$ cat src/rtl/dlf_pkg.sv
package dlf_pkg;
    typedef enum logic [2:0] {
        ST_IDLE = 3'd0,
        ST_OP   = 3'd1,
        ST_LO   = 3'd2,
        ST_HI   = 3'd3,
        ST_WAIT = 3'd4
    } fetch_st_e;
endpackage

$ cat src/rtl/dlf_decode.sv
module dlf_decode #(
    parameter int DATA_W = 8
) (
    input  logic [DATA_W-1:0] op,
    output logic              is_jump,
    output logic              is_wait,
    output logic              irq_en
);
    always_comb begin
        is_jump = (op[3:0] == 4'h1);
        is_wait = is_jump && op[6];
        irq_en  = op[DATA_W-1];
    end
endmodule

$ cat src/rtl/dlf_ptr.sv
module dlf_ptr #(
    parameter int ADDR_W = 16,
    parameter int PAGE_W = 10,
    parameter int DATA_W = 8
) (
    input  logic [ADDR_W-1:0] ptr_q,
    input  logic              step,
    input  logic              load,
    input  logic [ADDR_W-1:0] load_val,
    input  logic              wr_lo,
    input  logic              wr_hi,
    input  logic [DATA_W-1:0] wdata,
    output logic [ADDR_W-1:0] ptr_d
);
    localparam int HI_W = ADDR_W - PAGE_W;
    logic [ADDR_W-1:0] base;
    logic [PAGE_W-1:0] low_next;

    always_comb begin
        low_next = ptr_q[PAGE_W-1:0] + PAGE_W'(1);
        if (load)
            base = load_val;
        else if (step)
            base = {ptr_q[ADDR_W-1 -: HI_W], low_next};
        else
            base = ptr_q;
        ptr_d = base;
        if (wr_lo) ptr_d[DATA_W-1:0]        = wdata;
        if (wr_hi) ptr_d[ADDR_W-1 -: DATA_W] = wdata;
    end
endmodule

$ cat src/rtl/dlist_fetcher.sv
module dlist_fetcher #(
    parameter int ADDR_W = 16,
    parameter int PAGE_W = 10,
    parameter int DATA_W = 8
) (
    input  logic              clk,
    input  logic              rst_n,
    input  logic              dma_en,
    input  logic              line_start,
    input  logic              vblank,
    input  logic              cpu_wr_lo,
    input  logic              cpu_wr_hi,
    input  logic [DATA_W-1:0] cpu_wdata,
    output logic              mem_req,
    output logic [ADDR_W-1:0] mem_addr,
    input  logic              mem_ack,
    input  logic [DATA_W-1:0] mem_rdata,
    output logic [DATA_W-1:0] ir,
    output logic              dli
);
    import dlf_pkg::*;

    typedef struct packed {
        fetch_st_e         st;
        logic [ADDR_W-1:0] ptr;
        logic [DATA_W-1:0] ir;
        logic [DATA_W-1:0] jlo;
        logic              dli;
    } regs_t;

    regs_t r_q, r_d;

    logic              fetching, accepted, in_step, in_load, in_wait;
    logic [ADDR_W-1:0] load_val, ptr_nxt;
    logic              rd_jump, rd_wait, rd_irq;
    logic              ir_jump, ir_wait, ir_irq;

    assign fetching = dma_en && (r_q.st == ST_OP || r_q.st == ST_LO || r_q.st == ST_HI);
    assign accepted = fetching && mem_ack;
    assign in_wait  = (r_q.st == ST_WAIT);
    assign load_val = ADDR_W'({mem_rdata, r_q.jlo});

    always_comb begin
        in_step = accepted && (r_q.st == ST_OP || r_q.st == ST_LO);
        in_load = accepted && (r_q.st == ST_HI);
    end

    dlf_decode #(.DATA_W(DATA_W)) u_dec_rd (
        .op(mem_rdata), .is_jump(rd_jump), .is_wait(rd_wait), .irq_en(rd_irq)
    );

    dlf_decode #(.DATA_W(DATA_W)) u_dec_ir (
        .op(r_q.ir), .is_jump(ir_jump), .is_wait(ir_wait), .irq_en(ir_irq)
    );

    dlf_ptr #(.ADDR_W(ADDR_W), .PAGE_W(PAGE_W), .DATA_W(DATA_W)) u_ptr (
        .ptr_q(r_q.ptr), .step(in_step), .load(in_load), .load_val(load_val),
        .wr_lo(cpu_wr_lo), .wr_hi(cpu_wr_hi), .wdata(cpu_wdata), .ptr_d(ptr_nxt)
    );

    always_comb begin
        r_d     = r_q;
        r_d.dli = 1'b0;
        r_d.ptr = ptr_nxt;
        case (r_q.st)
            ST_IDLE: if (line_start && dma_en) r_d.st = ST_OP;
            ST_OP: if (accepted) begin
                r_d.ir  = mem_rdata;
                r_d.dli = rd_irq;
                r_d.st  = rd_jump ? ST_LO : ST_IDLE;
            end
            ST_LO: if (accepted) begin
                r_d.jlo = mem_rdata;
                r_d.st  = ST_HI;
            end
            ST_HI: if (accepted) begin
                r_d.st = ir_wait ? ST_WAIT : ST_IDLE;
            end
            ST_WAIT: begin
                if (vblank)
                    r_d.st = ST_IDLE;
                else if (line_start)
                    r_d.dli = ir_irq;
            end
            default: r_d.st = ST_IDLE;
        endcase
    end

    always_ff @(posedge clk) begin
        if (!rst_n) begin
            r_q.st  <= ST_IDLE;
            r_q.ptr <= '0;
            r_q.ir  <= '0;
            r_q.jlo <= '0;
            r_q.dli <= 1'b0;
        end else begin
            r_q <= r_d;
        end
    end

    assign mem_req  = fetching;
    assign mem_addr = r_q.ptr;
    assign ir       = r_q.ir;
    assign dli      = r_q.dli;
    logic unused_ok;
    assign unused_ok = ir_jump;
endmodule

$ cat config.mk
export PLATFORM = sky130hd
export DESIGN_NAME = dlist_fetcher
export DESIGN_NICKNAME = d
export VERILOG_FILES = /design/src/rtl/dlf_pkg.sv /design/src/rtl/dlf_decode.sv /design/src/rtl/dlf_ptr.sv /design/src/rtl/dlist_fetcher.sv
export SDC_FILE = /design/constraint.sdc
export NUM_CORES = 1
export LEC_CHECK = 0
export ABC_AREA = 1
export BUFFER_PORTS_ARGS = -buffer_cell sky130_fd_sc_hd__buf_2
export CORE_MARGIN = 2
export CORE_UTILIZATION = 55
export CTS_CLUSTER_SIZE = 24
export DETAILED_ROUTE_END_ITERATION = 16
export GPL_TIMING_DRIVEN = 0
export PLACE_DENSITY = 0.9
export REMOVE_ABC_BUFFERS = 1
export SLEW_MARGIN = 20
export SYNTH_ARGS = -nofsm -noshare
export SYNTH_HDL_FRONTEND = slang
export SYNTH_HIERARCHICAL = 1
export SYNTH_SLANG_ARGS = --single-unit
$ cat constraint.sdc
create_clock -name clk -period 3.5 [get_ports clk]
set_input_delay 0.7 -clock clk [delete_from_list [all_inputs] [get_ports clk]]
set_output_delay 0.7 -clock clk [all_outputs]
set_load 0.005 [all_outputs]
# [After elaboration in Yosys (flattened, before gate mapping)]
# Index checks and enable logic that the tools add are counted.
[word_totals] register_bits=36 in_bits=24 output_inout_bits=26
[op_classes] eq_ne=11 reduce_logical=15 add_sub_neg=1 n_mux=16
[ops] cell="2-to-1 mux 3 bit" count=6
[ops] cell="2-to-1 mux 16 bit" count=1
[ops] cell="2-to-1 mux 8 bit" count=2
[ops] cell="one-hot mux 3 bit (5 select lines)" count=1
[ops] cell="adder 10 x 1 -> 10 bit, second input constant" count=1
[ops] cell="2-to-1 mux 10 bit" count=1
[ops] cell="!= test 2 bit, second input constant" count=5
[ops] cell="equality test 4 x 1 -> 1 bit, second input constant" count=2
[ops] cell="equality test 3 x 2 -> 1 bit, second input constant" count=2
[ops] cell="logical AND 1 bit" count=6
[ops] cell="nonzero test 3 bit" count=2
[ops] cell="AND reduction 5 bit" count=1
[ops] cell="AND reduction 2 bit" count=2
[ops] cell="equality test 3 x 1 -> 1 bit, second input constant" count=1
[ops] cell="equality test 3 bit, second input constant" count=1
[ops] cell="logical NOT 3 bit" count=1
[ops] cell="2-to-1 mux 1 bit" count=3
[ops] cell="logical OR 1 bit" count=2
[ops] cell="2-to-1 mux 2 bit" count=1
[ops] cell="one-hot mux 1 bit (2 select lines)" count=1
[ops] cell="nonzero test 2 bit" count=1

# [Longest topological paths before layout]
# Gate-level depths: netlist of run 1.
[depth] ltp_word=9 mapped_depth=14

# [Hierarchy]
# Netlist of run 1, hierarchy kept.
[by_module_without_submodules] module="dlist_fetcher" area_each_um2=1550.2 cells_per_inst=210 n_inst=1 seq_area_each_um2=720.7
[by_module_without_submodules] module="dlf_ptr" area_each_um2=598.1 cells_per_inst=129 n_inst=1 seq_area_each_um2=0.0
[by_module_without_submodules] module="dlf_decode" area_each_um2=38.8 cells_per_inst=8 n_inst=2 seq_area_each_um2=0.0

# [Worst setup path before layout of run 1]
# OpenSTA, ideal clock, no wires.
[synth_path] kind="input port to flip-flop" startpoint="input port mem_ack" endpoint="register r_q (netlist bit mem_addr[7])" arrival_ns=1.820 n_path_buf=0 cell_stages=11 path_slack_ns=1.570 setup_ns=0.110 cell_sequence="nand3_4 a21oi_1 nand3_2 nor2_4 nand3_1 nand2_1 nand2_1 nand2_1 nand2_1 nand2_1 inv_1"
[synth_via] word_cells_on_any_way=6 cone_classes="2 x mux; 4 x reduce/logical"
[synth_rtl] item="start: declaration" line="dlist_fetcher.sv:16" text="input logic mem_ack,"
[synth_rtl] item="logical AND 1 bit" line="dlist_fetcher.sv:39" text="assign accepted = fetching && mem_ack;"
[synth_rtl] item="logical AND 1 bit" line="dlist_fetcher.sv:44" text="in_step = accepted && (r_q.st == ST_OP || r_q.st == ST_LO);"
[synth_rtl] item="named net in_step" line="dlist_fetcher.sv:33" text="logic fetching, accepted, in_step, in_load, in_wait;"
[synth_rtl] item="nonzero test 3 bit (no line)"
[synth_rtl] item="end signal: assignment" line="dlist_fetcher.sv:97" text="r_q <= r_d;"
[synth_rtl] item="end: declaration" line="dlist_fetcher.sv:31" text="regs_t r_q, r_d;"
# The timed path passes the listed nets, and every way through them passes these cells. The select of a mux whose other input is x is not followed.
# A chain may end at the register's enable or synchronous reset.

# [Worst setup path after layout of run 1]
[layout_path] startpoint="register r_q[33] (netlist name)" endpoint="register r_q (netlist bit mem_addr[1])"
[layout_via] elab_chain_len=8 word_cells_on_any_way=12 cone_classes="3 x eq/ne; 2 x mux; 7 x reduce/logical"
[layout_lines] item="equality test 3 x 1 -> 1 bit / equality test 3 x 2 -> 1 bit (equally long branches)" line="dlist_fetcher.sv:38" text="assign fetching = dma_en && (r_q.st == ST_OP || r_q.st == ST_LO || r_q.st == ST_HI);"
[layout_lines] item="logical OR 1 bit (2 in series)" line="dlist_fetcher.sv:38"
[layout_lines] item="logical AND 1 bit" line="dlist_fetcher.sv:38"
[layout_lines] item="logical AND 1 bit" line="dlist_fetcher.sv:39"
[layout_lines] item="logical AND 1 bit (*)" line="dlist_fetcher.sv:45" text="in_load = accepted && (r_q.st == ST_HI);"
[layout_lines] item="named net in_load" line="dlist_fetcher.sv:33"
[layout_lines] item="2-to-1 mux 16 bit (*)" line="dlf_ptr.sv:21" text="if (load)"
[layout_lines] item="2-to-1 mux 8 bit (*)" line="dlf_ptr.sv:28" text="if (wr_lo) ptr_d[DATA_W-1:0] = wdata;"
[layout_lines] item="named net ptr_nxt[1]" line="dlist_fetcher.sv:34" text="logic [ADDR_W-1:0] load_val, ptr_nxt;"
# Mark *: on every way through the listed nets, which the timed path passes. The rest lies on a longest branch. The select of a mux whose other input is x is not followed.

==> impl_metrics.csv, run 1 <==
group,metric,value,unit
timing,hold_viol_final,0,
floorplanning,rows,23,
cells_and_area,syn_to_final_growth,5.83,%
placed_design,gp_congestion,0.865,
floorplanning,die_h,67.4,um
cells_and_area,seq_area,721,sq um
floorplanning,die_x,67.4,um
cells_and_area,final_nets,396,
grt,grt_pass1_vias,1829,
drt,drt_iter0_drc,170,
drt,finalWirelength,4640,um
grt,use_met1,23.8,%
grt,grt_pass1_wl,7250,um
run_status,outcome,"finished, final reports clean",
worst_setup_path,start_kind,"register",
worst_setup_path,required,3.74,ns
clocking,post_cts_buffers,0,
grt,grt_max_degree,27,
grt,antenna_found_initial,0,
cells_and_area,multi_input_area,1040,sq um
clocking,clockBufferDepth,2,
floorplanning,core-area,3940,sq um
timing,worst_slew_pin_slew,0.632,ns
clocking,cts-root-buf,"clkbuf_8",
timing,rsz0062_at_grt,"false",
floorplanning,dieArea,4550,sq um
cells_and_area,drive_above_1_share,19.4,%
timing,slew_headroom,57.9,%
clocking,cts_tree,"built",
clocking,clock-sinks,36,
grt,busiest_layer,"met2",
power,power.density,450,nW/um^2
timing,setup_viol,0,
placed_design,io_buffers,49,
synth,synthCells,352,
placed_design,hpwl,3440,um
drt,vias,2053,
drt,ant_nets,0,
synth,ys_warn_count,6,
timing,max_freq,415,MHz
clocking,clk_transition_reported_paths,0.07,ns
min_path,hp-class,"register to register",
grt,grt.overflow.total,0,
timing,period_share,68.9,%
worst_setup_path,endpoint_kind,"register",
synth,synth_area,2210,sq um
timing,finClkSkew,0.00605,ns
floorplanning,pin_count,50,
worst_setup_path,cp_max_fo,20,
clocking,holdBufCountCts,0,
grt,grt_use_met3,3.83,%
timing,finalCriticalPeriod,2.41,ns
power,leakage,0.00131,uW
run,drv_cap,0,
grt,met2_usage,37.3,%
cells_and_area,final.fill_count,391,
cells_and_area,final_common_cell,"nand2_1",
drt,routed_via_density,4.88,
synth,synth_area_per_cell,6.28,sq um
drt,route.detailed.drc,0,
cells_and_area,num_antenna_cells,0,
drt,routedWlPerCell,11.0,um
floorplanning,start_util,56.1,%
timing,final.setup.tns,0,ns
worst_setup_path,path_class,"register to register",
clocking,htreeDepth,2,
timing,maxSlewViolCount,0,
power,max-vdd-ir-drop,0.217,mV
worst_setup_path,arrival,2.65,ns
clocking,cts_buffers,5,
clocking,cts.repair.resized,0,
clocking,clk_latency,0.29,ns
cells_and_area,layout_common_cells,"nand2_1 (88), nor2_1 (61), inv_1 (53), buf_2 (49), dfxtp_1 (36)",
cells_and_area,final_util,59.4,%
drt,first_pass_iters,4,
grt,grtUsageTotal,20.9,%
-- area by class of cell --
class                           count  share of cell area [%]
Clock buffer                        6                    3.10
Tap cell                           50                    2.67
Sequential cell                    36                    30.8
Clock inverter                      1                   0.214
Timing Repair Buffer               49                    10.5
Multi-Input combinational cell    226                    44.3
Inverter                           53                    8.50
-- flip-flops by register name (all words and copies together) (netlist names) --
name      flops
dli           1
ir            8
load_val      8
mem_addr     16
r_q           3
-- final timing paths --
path	start	end	slack, ns	cells past startpoint
max	r_q[33]	mem_addr[1]	1.09	11
min	load_val[2]	load_val[2]	0.49	2
max reg2reg	r_q[33]	mem_addr[1]	1.09	11
min reg2reg	load_val[2]	load_val[2]	0.49	2
-- worst max-delay path, stage by stage, from the launching register on --
cell and delay, ns:
dfxtp_1 0.46, nor2_2 0.09, nor2_4 0.12, nand3_4 0.09, or2_2 0.28, inv_1 0.31, inv_1 0.40, o211ai_1 0.21
o21ai_0 0.10, o21ai_0 0.16, nand2_1 0.07, inv_1 0.06
-- metrics by stage --
stage          std cells  total power (uW)  area [sq um]  hold slack (ns)  setup WS, ns
2_1_floorplan        315               688          1960            0.449          1.45
3_3_place_gp         414               763          2260            0.465         0.926
3_5_place_dp         414               776          2260            0.475         0.910
4_1_cts              421              1050          2340            0.492          1.12
5_1_grt              421              1120          2340            0.519         0.894
6_report             421              1050          2340            0.490          1.09
-- routing by layer --
| metal | vias up | part of all wire, % |
|---|---|---|
| li1 | 1076 | - |
| met3 | 8 | 5.0 |
| met2 | 60 | 49 |
| met4 | 0 | 2.0 |
| met5 | - | 0 |
| met1 | 909 | 44 |
-- power by group --
group          switching, uW  internal [uW]
Clock                    142            135
Combinational            180            105
Sequential              41.0            448
Total                    364            689
Note: power is estimated with default switching activity, not from simulation.
==> run 2, diff against run 1 <==
CORE_UTILIZATION = 49   (was 55)
PLACE_DENSITY = 0.85   (was 0.9)
clock period = 1.9 ns   (was 3.5 ns; I/O delays follow)
==> impl_metrics.csv, run 2 (synthesis results as in run 1) <==
group,metric,value,unit
clocking,clock-sinks,36,
min_path,holdPathEnd,"dli",
worst_setup_path,arrival,2.00,ns
drt,ant_nets,0,
drt,routed_via_density,4.86,
drt,first_pass_iters,4,
min_path,hp-class,"primary input to register",
grt,grt_max_degree,27,
cells_and_area,final_common_cell,"nand2_1",
grt,grt.overflow.total,0,
min_path,hp-start,"mem_rdata[7]",
floorplanning,start_util,50.8,%
timing,worst_slew_pin_slew,0.475,ns
drt,route.detailed.drc,0,
floorplanning,die_x,71.2,um
grt,grtUsageTotal,20.2,%
worst_setup_path,r2r_start,"r_q[33]",
power,leakage,0.00136,uW
clocking,cts_buffers,5,
timing,period_share,95.2,%
cells_and_area,drive_above_1_share,24.0,%
cells_and_area,layout_common_cells,"nand2_1 (88), nor2_1 (59), inv_1 (51), buf_2 (49), dfxtp_1 (33)",
floorplanning,die_h,71.2,um
placed_design,io_buffers,49,
floorplanning,rows,24,
clocking,cts-root-buf,"clkbuf_8",
timing,hold_viol_final,0,
run_status,outcome,"finished, final reports clean",
timing,holdWs,0.361,ns
grt,grt_pass1_vias,1878,
drt,drt_iter0_drc,95,
cells_and_area,multi_input_area,1070,sq um
timing,setup_viol,0,
grt,grt_pass1_wl,8090,um
floorplanning,pin_count,50,
min_path,min_path_cells,3,
worst_setup_path,required,2.09,ns
power,power.density,830,nW/um^2
floorplanning,dieArea,5070,sq um
worst_setup_path,cpMaxStageDelayCell,"dfxtp_4",
run,drv_cap,0,
clocking,holdBufCountCts,0,
placed_design,gp_congestion,0.908,
cells_and_area,final_cells,435,
placed_design,place_inst,416,
cells_and_area,num_antenna_cells,0,
worst_setup_path,max_stage_delay,0.39,ns
clocking,clk_latency,0.29,ns
cells_and_area,largest_register_ffs,16,
timing,slew_headroom,68.3,%
drt,finalWirelength,5040,um
clocking,cts_tree,"built",
cells_and_area,final_nets,407,
worst_setup_path,reg2reg_slack,0.09,ns
timing,rsz0062_at_grt,"true",
worst_setup_path,endpoint_kind,"register",
power,max-vdd-ir-drop,0.462,mV
timing,finalCriticalPeriod,1.81,ns
worst_setup_path,r2r.worst_path.cells,11,
cells_and_area,final.fill_count,419,
timing,maxSlewViolCount,0,
worst_setup_path,r2r_end,"mem_addr[5]",
floorplanning,core-area,4350,sq um
timing,finClkSkew,0.00320,ns
worst_setup_path,start_kind,"register",
timing,max_freq,553,MHz
placed_design,hpwl,3590,um
drt,vias,2116,
cells_and_area,seq_area,729,sq um
clocking,clk_transition_reported_paths,0.07,ns
worst_setup_path,cp_max_fo,8,
power,power.total,2070,uW
worst_setup_path,path_cells,"nor2_4 > nor2_4 > nand3_4 > or2_4 > clkinvlp_4 > clkinvlp_4 > buf_4 > nand3_1 > a21oi_1 > nand2_1 > inv_1",
clocking,clockBufferDepth,2,
clocking,htreeDepth,2,
cells_and_area,syn_to_final_growth,13.0,%
grt,antenna_found_initial,0,
timing,final.setup.tns,0,ns
worst_setup_path,path_class,"register to register",
drt,routedWlPerCell,11.6,um
## run 2: changes by cell type in the layout (fill, tap and decap cells not counted), sizes merged
cell / change
inv: -2
clkinv: -1
buf: +9
clkinvlp: +4
clkbuf: +2
## run 2: critical path: cells and delay by family (launching register included)
| family | cells | cell delay [ns] |
|---|---|---|
| simple gates | 6 | 0.70 |
| buf+inv | 4 | 0.54 |
| flops | 1 | 0.39 |
| compound gates | 1 | 0.07 |
## run 2: how the worst max path moves through the flow
stage / startpoint / endpoint / slack [ns] / depth (start not counted)
final: r_q[33] / mem_addr[5] / 0.09 / 11
after global routing: r_q[33] / mem_addr[8] / -0.04 / 12
after CTS: r_q[33] / mem_addr[1] / 0.04 / 11
after detailed placement: r_q[33] / mem_addr[1] / -0.44 / 11
after global placement: r_q[33] / mem_addr[1] / -0.39 / 11
after floorplan: r_q[33] / mem_addr[1] / -0.04 / 11
## run 2: report_power, final
| part | switching [uW] | leakage (uW) | total [uW] | internal [uW] |
|---|---|---|---|---|
| registers | 87.3 | 0.000296 | 924 | 837 |
| clock network | 266 | 0.0000455 | 562 | 296 |
| logic | 355 | 0.00101 | 587 | 232 |
## run 2: area by class of cell
cell class,count,share of cell area (%)
timing repair buffer,58,13.0
tap,52,2.60
inverter,53,8.26
multi-input combinational,226,42.8
sequential,36,29.2
timing repair inverter,2,0.501
clock buffer,8,3.61
## run 2: metrics by stage
stage               instance area, sq um  util, %  setup WS (ns)
CTS                                 2430     55.9         0.0443
global placement                    2270     52.0         -0.395
detailed placement                  2270     52.0         -0.442
global route                        2500     57.4        -0.0389
floorplan                           1960        -        -0.0426
finish                              2500     57.4         0.0909
## run 2: per-layer routing
layer / share of wire, % / GRT usage, % / vias up
li1: - / - / 1101
met1: 43 / 23.7 / 946
met2: 50 / 35.7 / 63
met3: 6.3 / 4.42 / 6
met4: 0.87 / 7.76 / 0
met5: 0 / 0 / -
## run 2: repair_timing
action | 4_1_cts | 5_1_grt
buffers inserted | 5 | 4
pin swaps | 0 | 4
cloned | 1 | 1
gates resized for setup | 7 | 11
setup endpoints to repair | 16 | 16
==> run 3, diff against run 2 <==
PLACE_DENSITY = 0.76   (was 0.85)
==> impl_metrics.csv, run 3 (synthesis results as in run 1) <==
group,metric,value,unit
run_status,outcome,"finished, final reports clean",
cells_and_area,layout_common_cells,"nand2_1 (88), nor2_1 (61), inv_1 (51), buf_2 (49), dfxtp_1 (33)",
timing,maxSlewViolCount,0,
clocking,clock-sinks,36,
clocking,clockBufferDepth,2,
worst_setup_path,max_stage_delay,0.37,ns
drt,routed_via_density,4.91,
power,max-vdd-ir-drop,0.524,mV
timing,rsz0062_at_grt,"true",
worst_setup_path,cp_top_family,"simple AND/OR/NAND/NOR gates",
timing,finalCriticalPeriod,1.82,ns
clocking,cts_tree,"built",
cells_and_area,drive_above_1_share,24.1,%
timing,finClkSkew,0.00372,ns
clocking,cts-root-buf,"clkbuf_8",
grt,grt_pass1_vias,1951,
drt,ant_nets,0,
drt,first_pass_iters,4,
worst_setup_path,arrival,2.06,ns
cells_and_area,final_util,57.6,%
floorplanning,start_util,50.8,%
worst_setup_path,cpMaxStageDelayCell,"dfxtp_4",
clocking,clk_transition_reported_paths,0.07,ns
drt,routed.top_layer,"met4",
floorplanning,dieArea,5070,sq um
clocking,cts_buffers,5,
placed_design,io_buffers,49,
worst_setup_path,path_cells,"nor2_4 > nor2_4 > nand3_4 > or2_4 > clkinvlp_4 > buf_6 > buf_4 > nor3_1 > a21oi_1 > o21ai_0 > nand2_1 > inv_1",
timing,final.setup.tns,0,ns
placed_design,gp_congestion,0.864,
min_path,hp-class,"primary input to register",
drt,route.detailed.drc,0,
power,combPwrFrac,28.3,%
timing,worst_slew_pin_slew,0.456,ns
power,power.density,827,nW/um^2
power,p_sw,705,uW
cells_and_area,final_nets,410,
placed_design,hpwl,3510,um
worst_setup_path,cp_common_cell,"nor2_4",
power,p_seq_share,44.5,%
worst_setup_path,cp_num_buf_inv,4,
worst_setup_path,path_class,"register to register",
power,p_clk_share,27.2,%
cells_and_area,final_common_cell,"nand2_1",
grt,antenna_found_initial,0,
worst_setup_path,start_kind,"register",
timing,holdWs,0.365,ns
run,drv_cap,0,
drt,routedWlPerCell,11.5,um
clocking,htreeDepth,2,
drt,vias,2150,
grt,grtUsageTotal,20.5,%
cells_and_area,final_cells,438,
floorplanning,rows,24,
placed_design,place_inst,416,
floorplanning,pin_count,50,
cells_and_area,num_antenna_cells,0,
power,leakage,0.00137,uW
timing,setup_viol,0,
drt,drt_iter0_drc,117,
worst_setup_path,cp_max_fo,5,
timing,slew_headroom,69.6,%
placed_design,placed_cell_area,2270,sq um
floorplanning,die_x,71.2,um
drt,finalWirelength,5050,um
worst_setup_path,required,2.14,ns
drt,route.met3.wl,278,um
floorplanning,die_h,71.2,um
power,intPower,1370,uW
timing,max_freq,551,MHz
timing,period_share,95.6,%
cells_and_area,syn_to_final_growth,13.5,%
drt,wl_met2,2420,um
grt,grt_max_degree,27,
worst_setup_path,endpoint_kind,"register",
drt,met1Wirelength,2270,um
clocking,holdBufCountCts,0,
cells_and_area,largest_register_ffs,16,
power,p_sw_share,33.9,%
cells_and_area,design_area,2510,sq um
cells_and_area,final.fill_count,450,
grt,grt.overflow.total,0,
clocking,clk_latency,0.29,ns
grt,grt_pass1_wl,8360,um
timing,hold_viol_final,0,
floorplanning,core-area,4350,sq um
## run 3: cell count changes in the layout (fill, tap and decap cells not counted)
| cell | previous run | this run |
|---|---|---|
| clkinvlp_4 | 3 | 5 |
| o21ai_1 | 2 | 0 |
| o21ai_0 | 5 | 7 |
| buf_12 | 1 | 0 |
| nor2_1 | 59 | 61 |
| buf_6 | 0 | 1 |
| buf_4 | 8 | 10 |
| clkinvlp_2 | 1 | 0 |
| nor2_2 | 5 | 3 |
## run 3: metal layers
metal  track usage (%)  vias to the layer above
met4              6.08                        0
met2              34.3                       63
li1                  -                     1104
met3              5.41                       10
met1              25.9                      973
met5                 0                        -
## run 3: power by group through the flow
stage | Sequential, uW | Combinational [uW] | Clock, uW
global placement | 917 | 495 | 0
floorplan | 911 | 356 | 0
CTS | 906 | 521 | 576
global route | 932 | 672 | 610
detailed placement | 920 | 508 | 0
finish | 923 | 588 | 564
## run 3: stage by stage
stage / setup slack (ns) / total power [uW]
2_1_floorplan: -0.0426 / 1270
3_3_place_gp: -0.445 / 1410
3_5_place_dp: -0.476 / 1430
4_1_cts: 0.0178 / 2000
5_1_grt: -0.0228 / 2210
6_report: 0.0838 / 2080
## run 3: worst paths after layout
path / startpoint / end / slack [ns] / cells past startpoint
max: r_q[34] / mem_addr[0] / 0.08 / 12
min: mem_rdata[7] / dli / 0.36 / 3
max reg2reg: r_q[34] / mem_addr[0] / 0.08 / 12
min reg2reg: ir[5] / ir[5] / 0.48 / 2
## run 3: cell type report
class	count	area [sq um]	area share [%]
inverters	53	206	8.23
well taps	52	65.1	2.59
repair buffers	60	332	13.2
repair inverters	3	22.5	0.897
flip-flops and latches	36	729	29.1
multi-input cells	226	1060	42.4
clock buffers	8	90.1	3.59
## run 3: worst register-to-register path, cell delays in order, from the launching register on
cell,delay [ns]
dfxtp_4,0.37
nor2_4,0.13
nor2_4,0.06
nand3_4,0.10
or2_4,0.13
clkinvlp_4,0.14
buf_6,0.16
buf_4,0.14
nor3_1,0.19
a21oi_1,0.06
o21ai_0,0.14
nand2_1,0.07
inv_1,0.06
## run 3: timing repair
item / 4_1_cts / 5_1_grt
buffers inserted: 6 / 5
cloned: 2 / 1
pin swaps: 0 / 4
endpoints found under the setup margin: 16 / 16
gates resized for setup: 7 / 10
